[config.mk]
export PLATFORM = sky130hd
export DESIGN_NAME = rfe_seq
export DESIGN_NICKNAME = d
export VERILOG_FILES = /design/src/rtl/rfe_pkg.sv /design/src/rtl/rfe_decode.sv /design/src/rtl/rfe_agen.sv /design/src/rtl/rfe_seq.sv
export SDC_FILE = /design/constraint.sdc
export NUM_CORES = 1
export LEC_CHECK = 0
export ABC_AREA = 1
export BUFFER_PORTS_ARGS = -buffer_cell sky130_fd_sc_hd__buf_4
export CORE_MARGIN = 2
export CORE_UTILIZATION = 25
export DETAILED_ROUTE_END_ITERATION = 16
export PLACE_DENSITY_LB_ADDON = 0.12
export SLEW_MARGIN = 10
export SYNTH_ARGS = -nofsm -noshare
export SYNTH_HDL_FRONTEND = slang
export SYNTH_SLANG_ARGS = --single-unit
[constraint.sdc]
create_clock -name clk -period 6.4 [get_ports clk]
set_clock_uncertainty 0.1 [all_clocks]
set_input_delay 0.32 -clock clk [delete_from_list [all_inputs] [get_ports clk]]
set_output_delay 0.32 -clock clk [all_outputs]
set_load 0.005 [all_outputs]
[src/rtl/rfe_pkg.sv]
package rfe_pkg;
    typedef enum logic [1:0] {
        ENC_CLASSIC = 2'd0,
        ENC_CMP_DEC = 2'd1,
        ENC_CMP_INC = 2'd2
    } enc_e;

    typedef struct packed {
        logic       fault;
        logic       inc;
        logic       extra;
        logic       wb;
        logic [3:0] idx;
    } dec_t;

    typedef enum logic [2:0] {
        S_IDLE, S_STAT, S_PC, S_FIN, S_FAULT
    } st_e;

    localparam logic [31:0] CLS_MASK = 32'hFE50_0000;
    localparam logic [31:0] CLS_VAL  = 32'hF810_0000;
    localparam logic [31:0] CMP_MASK = 32'hFFD0_0000;
    localparam logic [31:0] CMP_DVAL = 32'hE810_0000;
    localparam logic [31:0] CMP_IVAL = 32'hE990_0000;
endpackage

[src/rtl/rfe_decode.sv]
module rfe_decode
    import rfe_pkg::*;
(
    input  logic [31:0] insn,
    input  logic [1:0]  enc,
    input  logic [4:0]  mode,
    input  logic        it_inside,
    input  logic        it_last,
    output dec_t        dec
);
    logic match;
    logic priv;
    logic slot_bad;

    always_comb begin
        case (mode)
            5'b10001, 5'b10010, 5'b10011, 5'b10110,
            5'b10111, 5'b11011, 5'b11111: priv = 1'b1;
            default:                      priv = 1'b0;
        endcase
    end

    always_comb begin
        match    = 1'b0;
        slot_bad = 1'b0;
        dec.inc   = 1'b0;
        dec.extra = 1'b0;
        case (enc)
            ENC_CLASSIC: begin
                match     = (insn & CLS_MASK) == CLS_VAL;
                dec.inc   = insn[23];
                dec.extra = insn[24] == insn[23];
            end
            ENC_CMP_DEC: begin
                match    = (insn & CMP_MASK) == CMP_DVAL;
                slot_bad = it_inside && !it_last;
            end
            ENC_CMP_INC: begin
                match    = (insn & CMP_MASK) == CMP_IVAL;
                dec.inc  = 1'b1;
                slot_bad = it_inside && !it_last;
            end
            default: match = 1'b0;
        endcase
        dec.idx   = insn[19:16];
        dec.wb    = insn[21];
        dec.fault = !match || (insn[19:16] == 4'hF) || !priv || slot_bad;
    end
endmodule

[src/rtl/rfe_agen.sv]
module rfe_agen #(
    parameter int AW         = 32,
    parameter int WORD_BYTES = 4
) (
    input  logic [AW-1:0] base,
    input  logic          inc,
    input  logic          extra,
    output logic [AW-1:0] stat_addr,
    output logic [AW-1:0] pc_addr,
    output logic [AW-1:0] wb_val
);
    localparam int PAIR_BYTES = 2 * WORD_BYTES;

    logic [AW-1:0] first;

    always_comb begin
        first     = inc ? base : base - AW'(PAIR_BYTES);
        pc_addr   = extra ? first + AW'(WORD_BYTES) : first;
        stat_addr = pc_addr + AW'(WORD_BYTES);
        wb_val    = inc ? base + AW'(PAIR_BYTES) : base - AW'(PAIR_BYTES);
    end
endmodule

[src/rtl/rfe_seq.sv]
module rfe_seq
    import rfe_pkg::*;
#(
    parameter int AW = 32,
    parameter int DW = 32
) (
    input  logic          clk,
    input  logic          rst_n,
    input  logic          start,
    input  logic [31:0]   insn,
    input  logic [1:0]    enc,
    input  logic [AW-1:0] base,
    input  logic [4:0]    mode,
    input  logic          it_inside,
    input  logic          it_last,
    output logic          mem_req,
    output logic [AW-1:0] mem_addr,
    input  logic          mem_rvalid,
    input  logic [DW-1:0] mem_rdata,
    input  logic          mem_err,
    output logic          done,
    output logic          abort,
    output logic [DW-1:0] new_pc,
    output logic [DW-1:0] new_status,
    output logic          wb_en,
    output logic [3:0]    wb_idx,
    output logic [AW-1:0] wb_val
);
    st_e           state, nxt;
    dec_t          dec_now, dec_q;
    logic [AW-1:0] base_q;
    logic [DW-1:0] stat_q;
    logic [AW-1:0] stat_addr, pc_addr, wbv;

    rfe_decode u_dec (
        .insn      (insn),
        .enc       (enc),
        .mode      (mode),
        .it_inside (it_inside),
        .it_last   (it_last),
        .dec       (dec_now)
    );

    rfe_agen #(.AW(AW)) u_agen (
        .base      (base_q),
        .inc       (dec_q.inc),
        .extra     (dec_q.extra),
        .stat_addr (stat_addr),
        .pc_addr   (pc_addr),
        .wb_val    (wbv)
    );

    always_comb begin
        nxt = state;
        unique case (state)
            S_IDLE:  if (start) nxt = dec_now.fault ? S_FAULT : S_STAT;
            S_STAT:  if (mem_rvalid) nxt = mem_err ? S_FAULT : S_PC;
            S_PC:    if (mem_rvalid) nxt = mem_err ? S_FAULT : S_FIN;
            S_FIN:   nxt = S_IDLE;
            S_FAULT: nxt = S_IDLE;
            default: nxt = S_IDLE;
        endcase
    end

    always_ff @(posedge clk or negedge rst_n) begin
        if (!rst_n) state <= S_IDLE;
        else        state <= nxt;
    end

    always_ff @(posedge clk or negedge rst_n) begin
        if (!rst_n) begin
            dec_q      <= '0;
            base_q     <= '0;
            stat_q     <= '0;
            new_pc     <= '0;
            new_status <= '0;
            wb_en      <= 1'b0;
            wb_idx     <= '0;
            wb_val     <= '0;
        end else begin
            if (state == S_IDLE && start) begin
                dec_q  <= dec_now;
                base_q <= base;
            end
            if (state == S_STAT && mem_rvalid && !mem_err)
                stat_q <= mem_rdata;
            if (state == S_PC && mem_rvalid && !mem_err) begin
                new_pc     <= mem_rdata;
                new_status <= stat_q;
                wb_en      <= dec_q.wb;
                wb_idx     <= dec_q.idx;
                wb_val     <= wbv;
            end
        end
    end

    always_comb begin
        mem_req  = (state == S_STAT) || (state == S_PC);
        mem_addr = (state == S_STAT) ? stat_addr : pc_addr;
        done     = state == S_FIN;
        abort    = state == S_FAULT;
    end

    AST_DONE_ABORT_EXCL: assert property (@(posedge clk) disable iff (!rst_n)
        !(done && abort));
    AST_DONE_PULSE: assert property (@(posedge clk) disable iff (!rst_n)
        done |=> !done);
    AST_DONE_AFTER_READ: assert property (@(posedge clk) disable iff (!rst_n)
        $rose(done) |-> $past(mem_rvalid) && !$past(mem_err));
    AST_ABORT_KEEPS: assert property (@(posedge clk) disable iff (!rst_n)
        abort |=> $stable(new_pc) && $stable(new_status) && $stable(wb_val));
    AST_REQ_HOLD: assert property (@(posedge clk) disable iff (!rst_n)
        (mem_req && !mem_rvalid) |=> mem_req && $stable(mem_addr));
    AST_FAULT_NO_READ: assert property (@(posedge clk) disable iff (!rst_n)
        (state == S_IDLE && start && dec_now.fault) |=> !mem_req);
endmodule

**Word-level counts from Yosys, hierarchy flattened**

Cells that the tools add are included.

- Bits in registers: 175
- Input port bits: 110
- Output and inout port bits: 136
- Word-level logic and storage cells: 72

- Add/subtract/negate cells: 4
- Equality and inequality tests: 21
- Multiplexer cells: 16
- Reduce and logical (&&, ||, !) cells: 19

Operator list:

| cell | count |
|---|---|
| $mux 32 | 4 |
| $add 32x3->32 const B | 2 |
| $eq 5x5->1 const B | 7 |
| $add 32x4->32 const B | 1 |
| $sub 32x4->32 const B | 1 |
| $eq 11x11->1 const B | 2 |
| $mux 3 | 6 |
| $eq 9x9->1 const B | 1 |
| $pmux 3 s3 | 1 |
| $reduce_or 7->1 | 1 |
| $eq 3x2->1 const B | 2 |
| $logic_and 1x1->1 | 6 |
| $ne 2x2->1 const B | 3 |
| $eq 4x4->1 const B | 1 |
| $logic_not 1->1 | 4 |
| $logic_or 1x1->1 | 4 |
| $eq 3x1->1 const B | 1 |
| $eq 3x3->1 const B | 1 |
| $logic_not 3->1 | 1 |
| $mux 1 | 3 |
| $pmux 1 s3 | 1 |
| $reduce_and 3->1 | 1 |
| $eq 2x1->1 const B | 1 |
| $eq 2x2->1 const B | 1 |
| 4 further kinds | 4 |

**Logic depth before layout (Yosys ltp)**

Gate-level depths: netlist (run 1).

- Depth in word-level cells: 9
- Depth in mapped cells: 26
- Gate-level depth less buffers: 24

**Hierarchy**

Synthesis (run 1) repeated with hierarchy kept, for this count alone.

- Cell total of the unflattened synthesis: 1,664
- Area total of the unflattened synthesis: 11,554.8 µm²

By module, submodules not included:

| module | times used | cells each | area an instance (µm²) | seq. area each (µm²) |
|---|---|---|---|---|
| rfe_seq | 1 | 825 | 7,369.6 | 4,379.2 |
| rfe_agen | 1 | 786 | 3,927.5 | 0.0 |
| rfe_decode | 1 | 53 | 257.7 | 0.0 |

**Worst setup path before layout (run 1)**

No wires, ideal clock.

- Path kind: reg2out
- Start: register dec_q[6] in the netlist's numbering
- End: output port mem_addr[23]
- Arrival time: 3.293 ns
- Required time: 5.980 ns
- Setup slack: 2.687 ns
- Cell stages (with the launch flop): 22
- Buffers on the path: 4
- Cell sequence: dfrtp_1 > buf_6 > clkinv_2 > buf_6 > clkbuf_1 > buf_1 > ha_1 > inv_1 > ha_1 > inv_1 > nor2_1 > nand2_1 > nor2_1 > xnor2_1 > nor2_1 > nand2_2 > nor2_4 > nand3_1 > nor2_2 > nand4_4 > nor2_4 > xor2_1

- Longest elaborated chain between the ends: 5

Ends and longest elaborated chain:

| element | line | text |
|---|---|---|
| from (decl) | rfe_seq.sv:30 | `dec_t dec_now, dec_q;` |
| from (signal assigned) | rfe_seq.sv:82 | `dec_q <= dec_now;` |
| $mux 32 * | rfe_agen.sv:17 | `first = inc ? base : base - AW'(PAIR_BYTES);` |
| $add 32x3->32 | rfe_agen.sv:18 | `pc_addr = extra ? first + AW'(WORD_BYTES) : first;` |
| $mux 32 * | rfe_agen.sv:18 |  |
| $add 32x3->32 | rfe_agen.sv:19 | `stat_addr = pc_addr + AW'(WORD_BYTES);` |
| $mux 32 * | rfe_seq.sv:99 | `mem_addr = (state == S_STAT) ? stat_addr : pc_addr;` |
| to (decl) | rfe_seq.sv:17 | `output logic [AW-1:0] mem_addr,` |

Every way passes the cells marked *; elsewhere a longest branch is shown, timed or not.

**Worst setup path in the final report (run 1)**

- Start: register base_q[3]
- End: output port mem_addr[29]

- Longest elaborated chain between the ends: 6

Ends and longest elaborated chain:

| element | line | text |
|---|---|---|
| from (decl) | rfe_seq.sv:31 | `logic [AW-1:0] base_q;` |
| from (signal assigned) | rfe_seq.sv:83 | `base_q <= base;` |
| $sub 32x4->32 | rfe_agen.sv:17 |  |
| $mux 32 * | rfe_agen.sv:17 |  |
| $add 32x3->32 | rfe_agen.sv:18 |  |
| $mux 32 * | rfe_agen.sv:18 |  |
| $add 32x3->32 | rfe_agen.sv:19 |  |
| $mux 32 * | rfe_seq.sv:99 |  |

Marks and branches as above.

==> results_dict.tcl, run 1 <==
set metrics [dict create \
    status "finished, final reports clean" \
    synthAdderAreaFrac 0.0104 \
    num_rows 76 \
    dp_hpwl_mm 27.6 \
    synth_compound_area_frac 0.0976 \
    ys_seq_area_frac 0.406 \
    fp.dieH_um 212 \
    synthArstFlopShare 1.00 \
    r2r-end "wb_val[30]$_DFFE_PN0P_" \
    via_per_inst 4.39 \
    cts_tree "built" \
    slowest_delay_ps 420 \
    clock-sinks 175 \
    rrSetupSlack_ps 3270 \
    r2r.worst_path.cells 12 \
    r2r_start "base_q[5]$_DFFE_PN0P_" \
    hold_end "base_q[16]$_DFFE_PN0P_" \
    tightest_slew_ps 791 \
    dp_slack_ps 2490 \
    io_pins 246 \
    ir_worst_vdd_v 0.000206 \
    path_delay_family "simple AND/OR/NAND/NOR gates" \
    synth_mux_area_frac 0 \
    vias 10300 \
    finalSetupTns_ps 0 \
    ys.flop_type "dfrtp_1" \
    ys_types 48 \
    path_max_fanout 8 \
    cts-buffers-inserted 17 \
    synth_edf_count 0 \
    worstPathRequired_ps 5980 \
    avgSynthCellArea_sq_um 7.08 \
    fin_nets 1876 \
    ys_seq_elements 175 \
    yosys.area_share.simple 0.377 \
    slew_viol_final 0 \
    cts_resized 0 \
    layout_common_cells "nand2_1 (490), buf_4 (237), dfrtp_1 (174), inv_1 (161), nor2_1 (133)" \
    io_buffers 229 \
    syn_inst 1526 \
    fmax_mhz 228 \
    ys_warn_count 0 \
    clk_pin_slew_ps 70 \
    drc 0 \
    slew-limit-headroom 0.472 \
    die_w_um 212 \
    holdWs_ps 19.0 \
    post-cts-setup-buffers 0 \
    grt_usage 0.168 \
    hold_path_class "primary input to register" \
    setup_viol 0 \
    routedWlPerCell_um 15.5 \
    power_density_nw_per_um2 375 \
    worstHoldPathCells 3 \
    antenna_found_initial 4 \
    synthDominantCellAreaShare 0.406 \
    ctsLongestPathBuffers 2 \
    final_common_cell "nand2_1" \
    initial_core_util 0.252 \
    cap_violations 0 \
    ctsHoldBuffers 32 \
    grt_pass1_wl_mm 58.1 \
    min_from "base[16]" \
    rsz0062_at_grt "false" \
    drt_wl_total_mm 36.5 \
    drt_iter0_drc 629 \
    gp_congestion 0.853 \
    crit_top_cell "nor2_1" \
    worst_slack_ps 2020 \
    arrival_ps 3960 \
    core_sq_um 42900 \
    layout-drive-gt1-share 0.218 \
    final-hold-violation-count 0 \
    crit_type "register to output port" \
    dieArea_sq_um 44900 \
    critPathLaunchType "register" \
    dr.pass1.iters 5 \
    grt_start_max_net_pins 90 \
    cp-end-kind "output port" \
    fin_crit_ps 4380 \
    synth.largest_area_cell "dfrtp_1" \
    synth_fp_nets 1645 \
    synth_area_leaders "dfrtp_1 (41%), nand2_1 (17%), o21ai_0 (6.0%)" \
    synth_top_family_by_area "simple AND/OR/NAND/NOR gates" \
    grt_pass1_vias 10300 \
    path_cells "inv_1 > ha_1 > inv_1 > nand2_1 > nand3_2 > nand2_2 > inv_2 > a21oi_1 > nand3_1 > nor2_1 > nand3_1 > nor2_2 > nand3_1 > nand2_1 > nand2_1 > nor2_1 > nand3_1 > nor2_1 > nor2_1 > nor2_1 > buf_4" \
    netlist_area_sq_um 10800 \
    critPathBufInv 4 \
    min_period_over_period 0.684 \
    clk_latency_ps 450 \
    htree_levels 4 \
    ant_nets 0 \
    cpMaxStageDelayCell "ha_1" \
    clock-root-buffer "clkbuf_16" \
    overflow 0 \
    syn_to_final_growth_pct 29.4 \
    power.leakage_nw 6.89 \
    synthXorXnorAreaFrac 0.0211 \
]
==> per-stage QoR <==
step                      total power, mW  utilization  instances  area (sq um)
after floorplan                      3.28            -       1526         10800
after global placement               4.18        0.304       2291         13100
after detailed placement             4.20        0.304       2291         13100
after CTS                            5.34        0.326       2355         14000
after global routing                 5.74        0.326       2358         14000
final                                5.24        0.326       2358         14000
==> registers in the layout, summed over array words and instances (netlist names) <==
name / count
wb_val: 32
wb_idx: 4
state: 3
wb_en: 1
stat_q: 32
dec_q: 7
new_pc: 32
new_status: 32
base_q: 32
==> where the power goes <==
part           switching [mW]  internal (mW)  leakage [nW]  total (mW)
Combinational            1.73          0.885          4.25        2.61
Clock                   0.492          0.598         0.290        1.09
Sequential              0.259           1.28          2.35        1.54
Total                    2.48           2.76          6.89        5.24
==> worst max path at each step <==
stage / startpoint / endpoint / depth (start not counted)
finish: base_q[3]$_DFFE_PN0P_ / mem_addr[29] / 21
global route: base_q[3]$_DFFE_PN0P_ / mem_addr[29] / 21
CTS: base_q[3]$_DFFE_PN0P_ / mem_addr[29] / 21
detailed placement: base_q[3]$_DFFE_PN0P_ / mem_addr[29] / 21
global placement: base_q[3]$_DFFE_PN0P_ / mem_addr[29] / 21
floorplan: dec_q[6]$_DFFE_PN0P_ / mem_addr[23] / 21
==> tightest hold or removal path: cells and delay by family <==
family                 cells  cell delay, ps
buffers and inverters      1              90
and+or+nand+nor            1              50
AOI/OAI and AO/OA          1              60
==> final cells by class <==
| cell class | count | area (sq um) |
|---|---|---|
| Tap cell | 585 | 732 |
| Clock inverter | 12 | 148 |
| Timing Repair Buffer | 270 | 2110 |
| Inverter | 176 | 662 |
| Antenna cell | 3 | 7.51 |
| Sequential cell | 175 | 4380 |
| Multi-Input combinational cell | 1117 | 5480 |
| Clock buffer | 20 | 447 |
| Fill cell | 4723 | 28900 |
==> metal layers <==
metal  vias to the layer above  share of wire  GRT usage
met3                        24          0.062     0.0497
met4                         2          0.013     0.0408
met5                         -        0.00036          0
met1                      4791           0.44      0.208
met2                       190           0.49      0.286
li1                       5337              -          -
==> Yosys cell counts, types with 7 or more instances <==
cell type / n
nand2_1: 492
ha_1: 9
o21ai_0: 130
nor2_4: 16
nor3_1: 22
nand2_2: 32
dfrtp_1: 175
inv_1: 162
inv_2: 12
nand2_4: 7
xor2_1: 20
a31oi_1: 18
nand3_2: 12
a21oi_1: 16
nor2_1: 134
nand3_1: 97
clkbuf_1: 35
nor2_2: 21
nand4_1: 37
buf_2: 9
==> cell families (layout without fill, tap and decap cells) <==
kind of cell / count (synthesis) / in the layout
adders and majority gates: 9 / 9
and+or+nand+nor: 891 / 891
buffers and inverters: 234 / 478
DFF: 175 / 175
xor gates and xnor gates: 26 / 26
AOI/OAI and AO/OA: 191 / 191
other: 0 / 3
(Power assumes the default switching activity.)
==> run 2: changes to the inputs <==
==> constraint.sdc (replaced) <==
create_clock -name clk -period 3.5 [get_ports clk]
set_clock_uncertainty 0.1 [all_clocks]
set_input_delay 0.175 -clock clk [delete_from_list [all_inputs] [get_ports clk]]
set_output_delay 0.175 -clock clk [all_outputs]
set_load 0.005 [all_outputs]
==> run 2 against run 1 <==
  * The flow now finishes with violations (setup timing)
  * Global-route usage grew 0.55 points
  * Register-to-register slack got worse by 2800 ps
  * Clock power is 82% higher
  * Sequential power rose by 81%
  * Non-clock buffer count up 163
  * Critical path type unchanged
  * Critical endpoint is now mem_addr[22]
  * Largest power group unchanged
  * Highest routed layer is now met4
==> results_dict.tcl, run 2 (synthesized netlist as in run 1, its figures left out) <==
set metrics [dict create \
    grt_pass1_wl_mm 60.6 \
    clock-root-buffer "clkbuf_16" \
    fin_util 0.384 \
    cts_tree "built" \
    power_density_nw_per_um2 728 \
    num_rows 76 \
    power.leakage_nw 7.93 \
    rsz0062_at_grt "true" \
    clk_latency_ps 450 \
    setup_viol 4 \
    core_sq_um 42900 \
    vias 11100 \
    pwr-share-clk 0.165 \
    clk_pin_slew_ps 70 \
    dr.pass1.iters 5 \
    antenna_found_initial 2 \
    path_max_fanout 7 \
    drc 0 \
    ir_worst_vdd_v 0.000378 \
    combPwrFrac 0.602 \
    initial_core_util 0.252 \
    drt_iter0_drc 501 \
    min_period_over_period 1.02 \
    final_common_cell "nand2_1" \
    overflow 0 \
    grt_pass1_vias 11100 \
    status "finished, violations left" \
    io_pins 246 \
    crit_type "register to output port" \
    arrival_ps 3280 \
    syn_to_final_growth_pct 52.6 \
    grt_start_max_net_pins 73 \
    dp_hpwl_mm 28.3 \
    final-hold-violation-count 0 \
    cts-buffers-inserted 17 \
    p_switching_mw 5.58 \
    sw_frac_of_total 0.465 \
    layout_common_cells "nand2_1 (421), buf_4 (337), dfrtp_1 (164), inv_1 (142), o21ai_0 (129)" \
    hold_path_class "primary input to register" \
    drt_wl_total_mm 38.8 \
    clock-sinks 175 \
    io_buffers 229 \
    tightest_slew_ps 651 \
    slew-limit-headroom 0.562 \
    layout-drive-gt1-share 0.357 \
    slew_viol_final 0 \
    fp.dieH_um 212 \
    finalSetupTns_ps -106 \
    grt_usage 0.174 \
    ant_nets 0 \
    holdWs_ps 27.6 \
    critPathLaunchType "register" \
    gp_congestion 0.862 \
    fin_crit_ps 3550 \
    routedWlPerCell_um 15.4 \
    via_per_inst 4.41 \
    fmax_mhz 281 \
    p_int_mw 6.42 \
    worst_slack_ps -52.9 \
    p_seq_frac 0.233 \
    fin_nets 2039 \
    ctsLongestPathBuffers 2 \
    cp-end-kind "output port" \
    dieArea_sq_um 44900 \
    htree_levels 4 \
    cap_violations 0 \
    worstPathRequired_ps 3220 \
    failed_checks "setup timing" \
    die_w_um 212 \
]
## run 2: cell types whose count changed in the layout (fill, tap and decap cells not counted), moves of 16 or more
cell,before,now
nand2_2,33,71
dlygate4sd3_1,32,74
nand3_1,97,66
inv_1,161,142
nor2_4,17,54
inv_2,13,29
nor2_1,133,94
nand3_2,12,31
buf_4,237,337
nand2_1,490,421
nand2_4,8,38
## run 2: per-layer routing
layer | vias to the layer above | wire (um) | track usage
met1 | 5232 | 17000 | 0.213
met2 | 174 | 19400 | 0.304
met4 | 0 | 521 | 0.0442
met5 | - | 0 | 0
met3 | 30 | 1880 | 0.0421
li1 | 5673 | - | -
## run 2: worst max-delay path: stages (launching register included)
cell     delay [ps]
dfrtp_1         400
buf_6           130
nor2_4          140
buf_4           130
nand3_1          60
nand2_1          90
nand3_2         100
nand2_4         160
nand2_4         100
nor2_4          210
nand4_1         200
nand2_4         130
nand3_4         100
nor2_4          160
nand3_4         110
nor2_4          210
buf_6           120
xor2_1          140
buf_4           130
## run 2: final cells by class
cell class / instances / area (sq um)
timing repair buffer: 433 / 3600
tap: 585 / 732
antenna: 2 / 5.00
clock buffer: 19 / 453
multi-input combinational: 1117 / 6470
fill: 4528 / 26400
inverter: 176 / 676
clock inverter: 13 / 145
sequential: 175 / 4390
## run 2: what timing repair did
item                                    4_1_cts  5_1_grt
hold endpoints to repair                    174        0
hold buffers                                 74        0
setup buffers                                53       47
pin swaps                                    79      120
gates resized for setup                     140      151
cloned                                        1        0
endpoints found under the setup margin       18       17
## run 2: stage by stage
step                      instances  setup slack [ps]  area (sq um)  power (mW)
after global routing           2520              -258         16500        12.9
after global placement         2311               119         13200        7.78
after CTS                      2471             -23.0         15500        11.0
after detailed placement       2311               106         13200        7.80
final                          2520             -52.9         16500        12.0
after floorplan                1526              44.3         10800        5.99
## run 2: path summary, 6_finish.rpt
kind / to / slack [ps] / from / depth (start not counted)
max: mem_addr[22] / -50 / base_q[4]$_DFFE_PN0P_ / 18
min: state[2]$_DFFE_PN0P_ / 30 / start / 5
max reg2reg: wb_val[30]$_DFFE_PN0P_ / 450 / base_q[4]$_DFFE_PN0P_ / 14
min reg2reg: new_status[14]$_DFFE_PN0P_ / 370 / stat_q[14]$_DFFE_PN0P_ / 2
max in group asynchronous: stat_q[4]$_DFFE_PN0P_ / 2250 / rst_n / 3
min in group asynchronous: wb_val[31]$_DFFE_PN0P_ / 230 / rst_n / 2
## run 2: power groups by stage
stage	Clock [mW]	Combinational (mW)	Sequential (mW)
after floorplan	0	3.39	2.61
after global routing	2.13	7.96	2.85
after detailed placement	0	5.00	2.80
after global placement	0	4.98	2.80
after CTS	2.04	6.21	2.78
final	1.98	7.23	2.79
